--- config.mk ---
export PLATFORM = sky130hd
export DESIGN_NAME = can_mode_ack
export DESIGN_NICKNAME = d
export VERILOG_FILES = /design/src/rtl/can_mode_pkg.sv /design/src/rtl/can_idle_detect.sv /design/src/rtl/can_mode_fsm.sv /design/src/rtl/can_err_flag.sv /design/src/rtl/can_mode_ack.sv
export SDC_FILE = /design/constraint.sdc
export NUM_CORES = 1
export LEC_CHECK = 0
export ABC_AREA = 0
export BUFFER_PORTS_ARGS = -buffer_cell sky130_fd_sc_hd__buf_2
export CORE_UTILIZATION = 42
export DETAILED_ROUTE_END_ITERATION = 7
export PLACE_DENSITY_LB_ADDON = 0.3
export REMOVE_ABC_BUFFERS = 1
export SETUP_SLACK_MARGIN = 0.15
export SLEW_MARGIN = 20
export SYNTH_ARGS = -nofsm -noshare
export SYNTH_HDL_FRONTEND = slang
export SYNTH_SLANG_ARGS = --single-unit
--- constraint.sdc ---
create_clock -name clk_i -period 1.5 [get_ports clk_i]
set_clock_uncertainty 0.15 [all_clocks]
set_input_delay 0.075 -clock clk_i [delete_from_list [all_inputs] [get_ports clk_i]]
set_output_delay 0.075 -clock clk_i [all_outputs]
set_load 0.01 [all_outputs]
--- src/rtl/can_mode_pkg.sv ---
package can_mode_pkg;

   typedef enum logic [2:0] {
      MODE_INIT       = 3'd0,
      MODE_INIT_EXIT  = 3'd1,
      MODE_NORMAL     = 3'd2,
      MODE_SLEEP      = 3'd3,
      MODE_SLEEP_EXIT = 3'd4
   } can_mode_e;

   function automatic logic mode_is_exit(can_mode_e m);
      return (m == MODE_INIT_EXIT) || (m == MODE_SLEEP_EXIT);
   endfunction

endpackage

--- src/rtl/can_idle_detect.sv ---
module can_idle_detect #(
   parameter int IDLE_BITS = 11
) (
   input  logic clk_i,
   input  logic rst_ni,
   input  logic en_i,
   input  logic stb_i,
   input  logic rx_i,
   output logic done_o
);

   localparam int CNT_W = $clog2(IDLE_BITS + 1);
   localparam logic [CNT_W-1:0] LAST = CNT_W'(IDLE_BITS - 1);

   if (IDLE_BITS < 2) begin : g_bad_idle
      $error("IDLE_BITS must be at least 2");
   end

   logic [CNT_W-1:0] cnt_q;

   always_ff @(posedge clk_i or negedge rst_ni) begin
      if (!rst_ni) begin
         cnt_q <= '0;
      end else if (!en_i) begin
         cnt_q <= '0;
      end else if (stb_i) begin
         if (!rx_i)             cnt_q <= '0;
         else if (cnt_q != LAST) cnt_q <= cnt_q + 1'b1;
      end
   end

   assign done_o = en_i && stb_i && rx_i && (cnt_q == LAST);

   a_r7_hold_between_strobes : assert property (@(posedge clk_i) disable iff (!rst_ni)
      (en_i && !stb_i) |=> (cnt_q == $past(cnt_q)));

   a_r6_dominant_restart : assert property (@(posedge clk_i) disable iff (!rst_ni)
      (en_i && stb_i && !rx_i) |=> !done_o);

endmodule

--- src/rtl/can_mode_fsm.sv ---
module can_mode_fsm
   import can_mode_pkg::*;
(
   input  logic clk_i,
   input  logic rst_ni,
   input  logic init_req_i,
   input  logic sleep_req_i,
   input  logic idle_done_i,
   output logic exit_en_o,
   output logic init_ack_o,
   output logic sleep_ack_o
);

   can_mode_e mode_q, mode_d;

   always_comb begin
      mode_d = mode_q;
      unique case (mode_q)
         MODE_INIT: begin
            if (!init_req_i) mode_d = MODE_INIT_EXIT;
         end
         MODE_INIT_EXIT: begin
            if (init_req_i)       mode_d = MODE_INIT;
            else if (idle_done_i) mode_d = MODE_NORMAL;
         end
         MODE_NORMAL: begin
            if (init_req_i)       mode_d = MODE_INIT;
            else if (sleep_req_i) mode_d = MODE_SLEEP;
         end
         MODE_SLEEP: begin
            if (init_req_i)        mode_d = MODE_INIT;
            else if (!sleep_req_i) mode_d = MODE_SLEEP_EXIT;
         end
         MODE_SLEEP_EXIT: begin
            if (init_req_i)       mode_d = MODE_INIT;
            else if (sleep_req_i) mode_d = MODE_SLEEP;
            else if (idle_done_i) mode_d = MODE_NORMAL;
         end
         default: mode_d = MODE_INIT;
      endcase
   end

   always_ff @(posedge clk_i or negedge rst_ni) begin
      if (!rst_ni) mode_q <= MODE_INIT;
      else         mode_q <= mode_d;
   end

   assign exit_en_o   = mode_is_exit(mode_q);
   assign init_ack_o  = (mode_q == MODE_INIT) || (mode_q == MODE_INIT_EXIT);
   assign sleep_ack_o = (mode_q == MODE_SLEEP) || (mode_q == MODE_SLEEP_EXIT);

   a_r2_init_entry : assert property (@(posedge clk_i) disable iff (!rst_ni)
      init_req_i |=> (init_ack_o && !sleep_ack_o));

   a_r9_init_priority : assert property (@(posedge clk_i) disable iff (!rst_ni)
      (init_req_i && sleep_req_i) |=> !sleep_ack_o);

   a_r3_sleep_entry : assert property (@(posedge clk_i) disable iff (!rst_ni)
      (!init_ack_o && !sleep_ack_o && sleep_req_i && !init_req_i) |=> sleep_ack_o);

   a_r4_init_ack_fall : assert property (@(posedge clk_i) disable iff (!rst_ni)
      $fell(init_ack_o) |-> $past(idle_done_i));

   a_r5_sleep_ack_fall : assert property (@(posedge clk_i) disable iff (!rst_ni)
      $fell(sleep_ack_o) |-> ($past(idle_done_i) || $past(init_req_i)));

endmodule

--- src/rtl/can_err_flag.sv ---
module can_err_flag #(
   parameter int N_ERR    = 3,
   parameter bit ERR_EDGE = 1'b1
) (
   input  logic             clk_i,
   input  logic             rst_ni,
   input  logic [N_ERR-1:0] stat_i,
   input  logic [N_ERR-1:0] en_i,
   input  logic             clr_i,
   output logic             flag_o
);

   if (N_ERR < 1) begin : g_bad_nerr
      $error("N_ERR must be at least 1");
   end

   logic hit;
   logic flag_q;

   if (ERR_EDGE) begin : g_edge
      logic [N_ERR-1:0] prev_q;
      always_ff @(posedge clk_i or negedge rst_ni) begin
         if (!rst_ni) prev_q <= '0;
         else         prev_q <= stat_i;
      end
      assign hit = |(stat_i & ~prev_q & en_i);
   end else begin : g_level
      assign hit = |(stat_i & en_i);
   end

   always_ff @(posedge clk_i or negedge rst_ni) begin
      if (!rst_ni)    flag_q <= 1'b0;
      else if (hit)   flag_q <= 1'b1;
      else if (clr_i) flag_q <= 1'b0;
   end

   assign flag_o = flag_q;

   a_r10_flag_set : assert property (@(posedge clk_i) disable iff (!rst_ni)
      hit |=> flag_o);

   a_r11_sw_clear_only : assert property (@(posedge clk_i) disable iff (!rst_ni)
      $fell(flag_o) |-> $past(clr_i));

endmodule

--- src/rtl/can_mode_ack.sv ---
module can_mode_ack #(
   parameter int N_ERR     = 3,
   parameter int IDLE_BITS = 11,
   parameter bit ERR_EDGE  = 1'b1
) (
   input  logic             clk_i,
   input  logic             rst_ni,
   input  logic             init_req_i,
   input  logic             sleep_req_i,
   input  logic             bit_stb_i,
   input  logic             rx_i,
   input  logic [N_ERR-1:0] err_stat_i,
   input  logic [N_ERR-1:0] err_en_i,
   input  logic             err_ie_i,
   input  logic             err_clr_i,
   output logic             init_ack_o,
   output logic             sleep_ack_o,
   output logic             err_irq_o,
   output logic             stat_irq_o
);

   logic exit_en;
   logic idle_done;

   can_idle_detect #(.IDLE_BITS(IDLE_BITS)) u_idle (
      .clk_i  (clk_i),
      .rst_ni (rst_ni),
      .en_i   (exit_en),
      .stb_i  (bit_stb_i),
      .rx_i   (rx_i),
      .done_o (idle_done)
   );

   can_mode_fsm u_fsm (
      .clk_i       (clk_i),
      .rst_ni      (rst_ni),
      .init_req_i  (init_req_i),
      .sleep_req_i (sleep_req_i),
      .idle_done_i (idle_done),
      .exit_en_o   (exit_en),
      .init_ack_o  (init_ack_o),
      .sleep_ack_o (sleep_ack_o)
   );

   can_err_flag #(.N_ERR(N_ERR), .ERR_EDGE(ERR_EDGE)) u_err (
      .clk_i  (clk_i),
      .rst_ni (rst_ni),
      .stat_i (err_stat_i),
      .en_i   (err_en_i),
      .clr_i  (err_clr_i),
      .flag_o (err_irq_o)
   );

   assign stat_irq_o = err_irq_o & err_ie_i;

   a_r12_irq_needs_flag : assert property (@(posedge clk_i) disable iff (!rst_ni)
      stat_irq_o |-> (err_irq_o && err_ie_i));

endmodule

**Word level (Yosys, flattened, before mapping)**

Index checks and enable logic that the tools add are counted.

- Bitwise gates (word level): 4
- Eq/ne operators: 11
- Muxes and demuxes: 16
- Reductions and logical operators: 11
- Add/subtract/negate cells: 1

Operators by type and width:

| operator | count |
|---|---|
| 3-bit two-way mux | 9 |
| 4-bit two-way mux | 4 |
| 3-bit one-hot mux with 5 select lines | 1 |
| 3-bit inequality test, second input constant | 3 |
| 3-bit AND | 2 |
| 3-bit by 2-bit equality test with 1-bit output, second input constant | 2 |
| 4-bit by 1-bit adder with 4-bit output, second input constant | 1 |
| 4-bit equality test, second input constant | 1 |
| 2-bit inequality test, second input constant | 2 |
| 4-bit inequality test, second input constant | 1 |
| 3-bit by 1-bit equality test with 1-bit output, second input constant | 1 |
| 3-bit equality test, second input constant | 1 |
| 1-bit logical AND | 3 |
| 3-bit zero test | 1 |
| 1-bit logical OR | 3 |
| 3-bit NOT | 1 |
| 3-bit AND reduction | 1 |
| 3-bit OR reduction | 1 |
| 1-bit two-way mux | 2 |
| 2-bit AND reduction | 1 |
| 2-bit nonzero test | 1 |
| 1-bit AND | 1 |

- Word-level logic and storage cells: 47
- Output and inout port bits: 4
- Register bits: 11

**Depth between registers and ports, before layout**

- Word-level depth: 9
- Depth in mapped cells: 5

**Modules after synthesis**

Synthesis repeated with hierarchy kept, for this count alone.

- Cells, all modules: 66
- Area total of the unflattened synthesis: 673.1 sq um

By module, submodules not included:

| module | area an instance (sq um) | times used | cells an instance |
|---|---|---|---|
| can_idle_detect | 301.5 | 1 | 31 |
| can_mode_fsm | 226.5 | 1 | 24 |
| can_err_flag | 138.9 | 1 | 10 |
| can_mode_ack | 6.3 | 1 | 1 |

**Worst setup path before layout**

OpenSTA, ideal clock, no wires.

- Path kind: reg-to-reg
- Start: register u_idle.cnt_q[0]
- End: register u_idle.cnt_q[2]
- Data arrival time: 1,364 ps
- Slack: -91 ps
- Required time: 1,273 ps
- Stages on the path, launching flop included: 6
- Buffers on the path: 0
- Clock period less this slack: 1,591 ps
- Path through: dfrtp_1 > inv_1 > ha_1 > and4b_1 > or4_1 > a21oi_1

- Word-level cells in the longest chain between the ends: 5

RTL lines:

| element | line | source |
|---|---|---|
| start, declared | can_idle_detect.sv:19 | `logic [CNT_W-1:0] cnt_q;` |
| start signal, assigned | can_idle_detect.sv:28 | `else if (cnt_q != LAST) cnt_q <= cnt_q + 1'b1;` |
| 4-bit by 1-bit adder with 4-bit output | can_idle_detect.sv:28 |  |
| 4-bit two-way mux | can_idle_detect.sv:28 |  |
| 4-bit two-way mux | can_idle_detect.sv:27 | `if (!rx_i) cnt_q <= '0;` |
| 4-bit two-way mux | can_idle_detect.sv:26 | `end else if (stb_i) begin` |
| 4-bit two-way mux | can_idle_detect.sv:24 | `end else if (!en_i) begin` |

Parallel ways exist; a longest one is shown, timed or not. The select of a mux whose other input is x is not followed.
A chain may end at the register's enable or synchronous reset.

**Worst setup path in the final report**

Ends and elaborated chain as after synthesis.

==> run_results.csv <==
group,metric,value,unit
sta,rsz0062_at_grt,"yes",
global_routing,grt_use_total,0.229,
synthesis,post-synth-top-area-cell,"dfrtp_1",
sta,fin_crit_sh,1.02,
flow_run,maxCapViolations,0,
sta,hold_viol,3,
synthesis,synth_top_area_share,0.482,
floorplan,rows,12,
sta,fin_crit,1.53,ns
cells_and_area,fillerInstances,78,
synthesis,ys.flop_type,"dfrtp_1",
sta,finalSetupViolCount,1,
cells_and_area,nNetsFinal,115,
synthesis,synth_cells,61,
sta,slew_violations,0,
cells_and_area,fin_cells,112,
pwr,clkPwrFrac,0.339,
min_path,holdPathStages,3,
synthesis,postSynthAreaPerCell,9.35,sq um
pwr,ir_worst_vdd,0.649,mV
critical_path,arrival,1.59,ns
synthesis,synth.most_common_cell,"dfrtp_1",
critical_path,reg2reg_slack,-0.03,ns
global_routing,grt_antenna_before_repair,0,
routing,routed_wl,1.44,mm
routing,top_layer,"met4",
routing,ant_nets,0,
cells_and_area,register_area,279,sq um
outcome,status,"finished with violations",
routing,viasPerCell,5.32,
place,io_buffers,17,
clocking,htree_levels,1,
critical_path,cp_max_fo,3,
outcome,violations,"hold timing, setup timing",
floorplan,core,0.00119,sq mm
clocking,clockBufferDepth,2,
clocking,cts_buffers,3,
floorplan,fp.dieH,38.9,um
cells_and_area,drive_gt1_frac,0.439,
clocking,root_buffer,"clkbuf_4",
pwr,switching_share,0.255,
critical_path,critical_path_class,"reg2reg",
synthesis,synth_area,571,sq um
synthesis,yosys_warnings,0,
critical_path,ff2ff_path_depth,5,
routing,via_count,596,
floorplan,die_x,38.9,um
min_path,hold_class,"in2reg",
floorplan,start_util,0.481,
routing,avgRoutedWirePerCell,12.8,um
pwr,p_seq_frac,0.510,
global_routing,grt_pass1_vias,540,
synthesis,synthTopCellsByArea,"dfrtp_1 (48%), nand2_1 (6.6%), ha_1 (4.4%), o21ai_0 (4.4%), a21oi_1 (3.5%)",
place,hpwl,879,um
synthesis,synth-edff-count,0,
floorplan,fp.dieArea,0.00151,sq mm
pwr,p_sw,0.158,mW
pwr,power_density,693,mW/mm^2
cells_and_area,multi_input_area,319,sq um
routing,first_pass_iters,4,
critical_path,critical_path_required,1.55,ns
clocking,clkLatencyLatePin,0.27,ns
clocking,numClockSinks,11,
synthesis,ys_seq_area_frac,0.482,
floorplan,io_pins,18,
routing,drt_iter0_markers,8,
sta,slew_headroom,0.827,
routing,drc_errors,0,
clocking,clkTransAtPathRegs,0.08,ns
pwr,power_leakage,0.410,nW
global_routing,grt_pass1_wl,2.25,mm
sta,tightest_slew,0.259,ns
routing,wl_met3,46,um
cells_and_area,synthToLayoutAreaGrowth,56.4,%
synthesis,synthTopCellsByCount,"dfrtp_1 (11), nand2_1 (10), o21ai_0 (5)",
synthesis,ys_ff_latch,11,
place,dpl.cell_count,95,
synthesis,synth-async-reset-ratio,1.00,
synthesis,synth_cell_types,25,
clocking,cts_tree,"yes",
place,finalWeightedCongestion,0.687,
pwr,internal-power,0.461,mW
sta,holdWs,-0.0146,ns
cells_and_area,num_antenna_cells,0,
global_routing,overflow,0,
critical_path,critPathCaptureType,"register",
routing,wl_met1,590,um
sta,fmax,653,MHz
critical_path,startpoint_type,"register",
pwr,pwr-share-comb,0.151,
routing,dr_wl_met2,792,um
sta,setup_slack,-0.0324,ns
global_routing,grt_max_degree,12,
[power by group through the flow]
stage | logic, mW | clock network (mW) | registers, mW
detailed placement | 0.0686 | 0 | 0.320
global route | 0.103 | 0.228 | 0.317
CTS | 0.0910 | 0.217 | 0.315
floorplan | 0.0246 | 0 | 0.321
global placement | 0.0678 | 0 | 0.320
finish | 0.0934 | 0.210 | 0.315
[sequential cells by signal (all words and copies together), names as in the netlist]
name / cells
u_fsm.mode_q: 3
u_err.g_edge.prev_q: 3
u_err.flag_o: 1
u_idle.cnt_q: 4
[worst max-delay path, cell delays in order, from the launching register on]
cell	delay [ns]
dfrtp_1	0.36
buf_4	0.13
ha_2	0.17
nand2_1	0.05
or4_1	0.48
a21oi_2	0.13
[per-layer routing]
metal / GRT usage / vias up
li1: - / 298
met2: 0.417 / 14
met5: 0 / -
met1: 0.246 / 282
met4: 0.0776 / 0
met3: 0.0694 / 2
[cell type report]
| class | count | share of cell area |
|---|---|---|
| inverter | 4 | 0.0168 |
| timing repair buffer | 34 | 0.264 |
| multi-input combinational | 45 | 0.358 |
| tap | 14 | 0.0196 |
| sequential | 11 | 0.313 |
| clock buffer | 4 | 0.0295 |
[cell families (layout without fill, tap and decap cells)]
family | Yosys count | in the layout | share of synthesized area
DFF | 11 | 11 | 0.482
and+or+nand+nor | 25 | 25 | 0.241
AOI/OAI and AO/OA | 17 | 17 | 0.184
buffers and inverters | 5 | 42 | 0.0329
adders and majority gates | 2 | 2 | 0.0439
xor gates and xnor gates | 1 | 1 | 0.0154
[through the flow]
step / setup TNS (ns) / area [sq um] / setup WS [ns] / utilization / power, mW
finish: -0.0324 / 892 / -0.0324 / 0.752 / 0.618
detailed placement: -0.132 / 699 / -0.112 / 0.590 / 0.388
global placement: -0.0696 / 699 / -0.0696 / 0.590 / 0.387
floorplan: -0.0914 / 567 / -0.0914 / - / 0.346
CTS: -0.0392 / 861 / -0.0392 / 0.726 / 0.623
global route: -0.206 / 892 / -0.0788 / 0.752 / 0.648
[timing repair]
action                                  4_1_cts  5_1_grt
hold endpoints to repair                     21        0
resized for setup                            15        4
endpoints found under the setup margin        7        8
hold buffers                                  9        0
buffers inserted                              2        2
pin swaps                                     4        2
[cells in the final DEF, fill, tap and decap left out, types with 2 or more instances in the layout]
master / netlist / routed
buf_2: 0 / 17
nand2_1: 10 / 9
dlygate4sd3_1: 0 / 9
buf_4: 0 / 8
dfrtp_1: 11 / 8
o21ai_2: 0 / 3
a21oi_1: 4 / 3
clkbuf_4: 0 / 3
dfrtp_2: 0 / 3
inv_2: 1 / 2
inv_1: 3 / 2
nand3_1: 2 / 2
a31oi_1: 2 / 2
nand4b_1: 2 / 2
o211ai_1: 2 / 2
and4b_1: 2 / 2
o21ai_0: 5 / 2
ha_2: 0 / 2
[path summary, 6_finish.rpt]
path	startpoint	endpoint
hold reg to reg	u_err.g_edge.prev_q[1]	u_err.flag_o
hold / removal	rx_i	u_idle.cnt_q[0]
setup / recovery	u_idle.cnt_q[0]	u_idle.cnt_q[2]
setup reg to reg	u_idle.cnt_q[0]	u_idle.cnt_q[2]
max in group asynchronous	rst_ni	u_fsm.mode_q[0]
min in group asynchronous	rst_ni	u_idle.cnt_q[2]
Power figures use the tool's default switching activity.
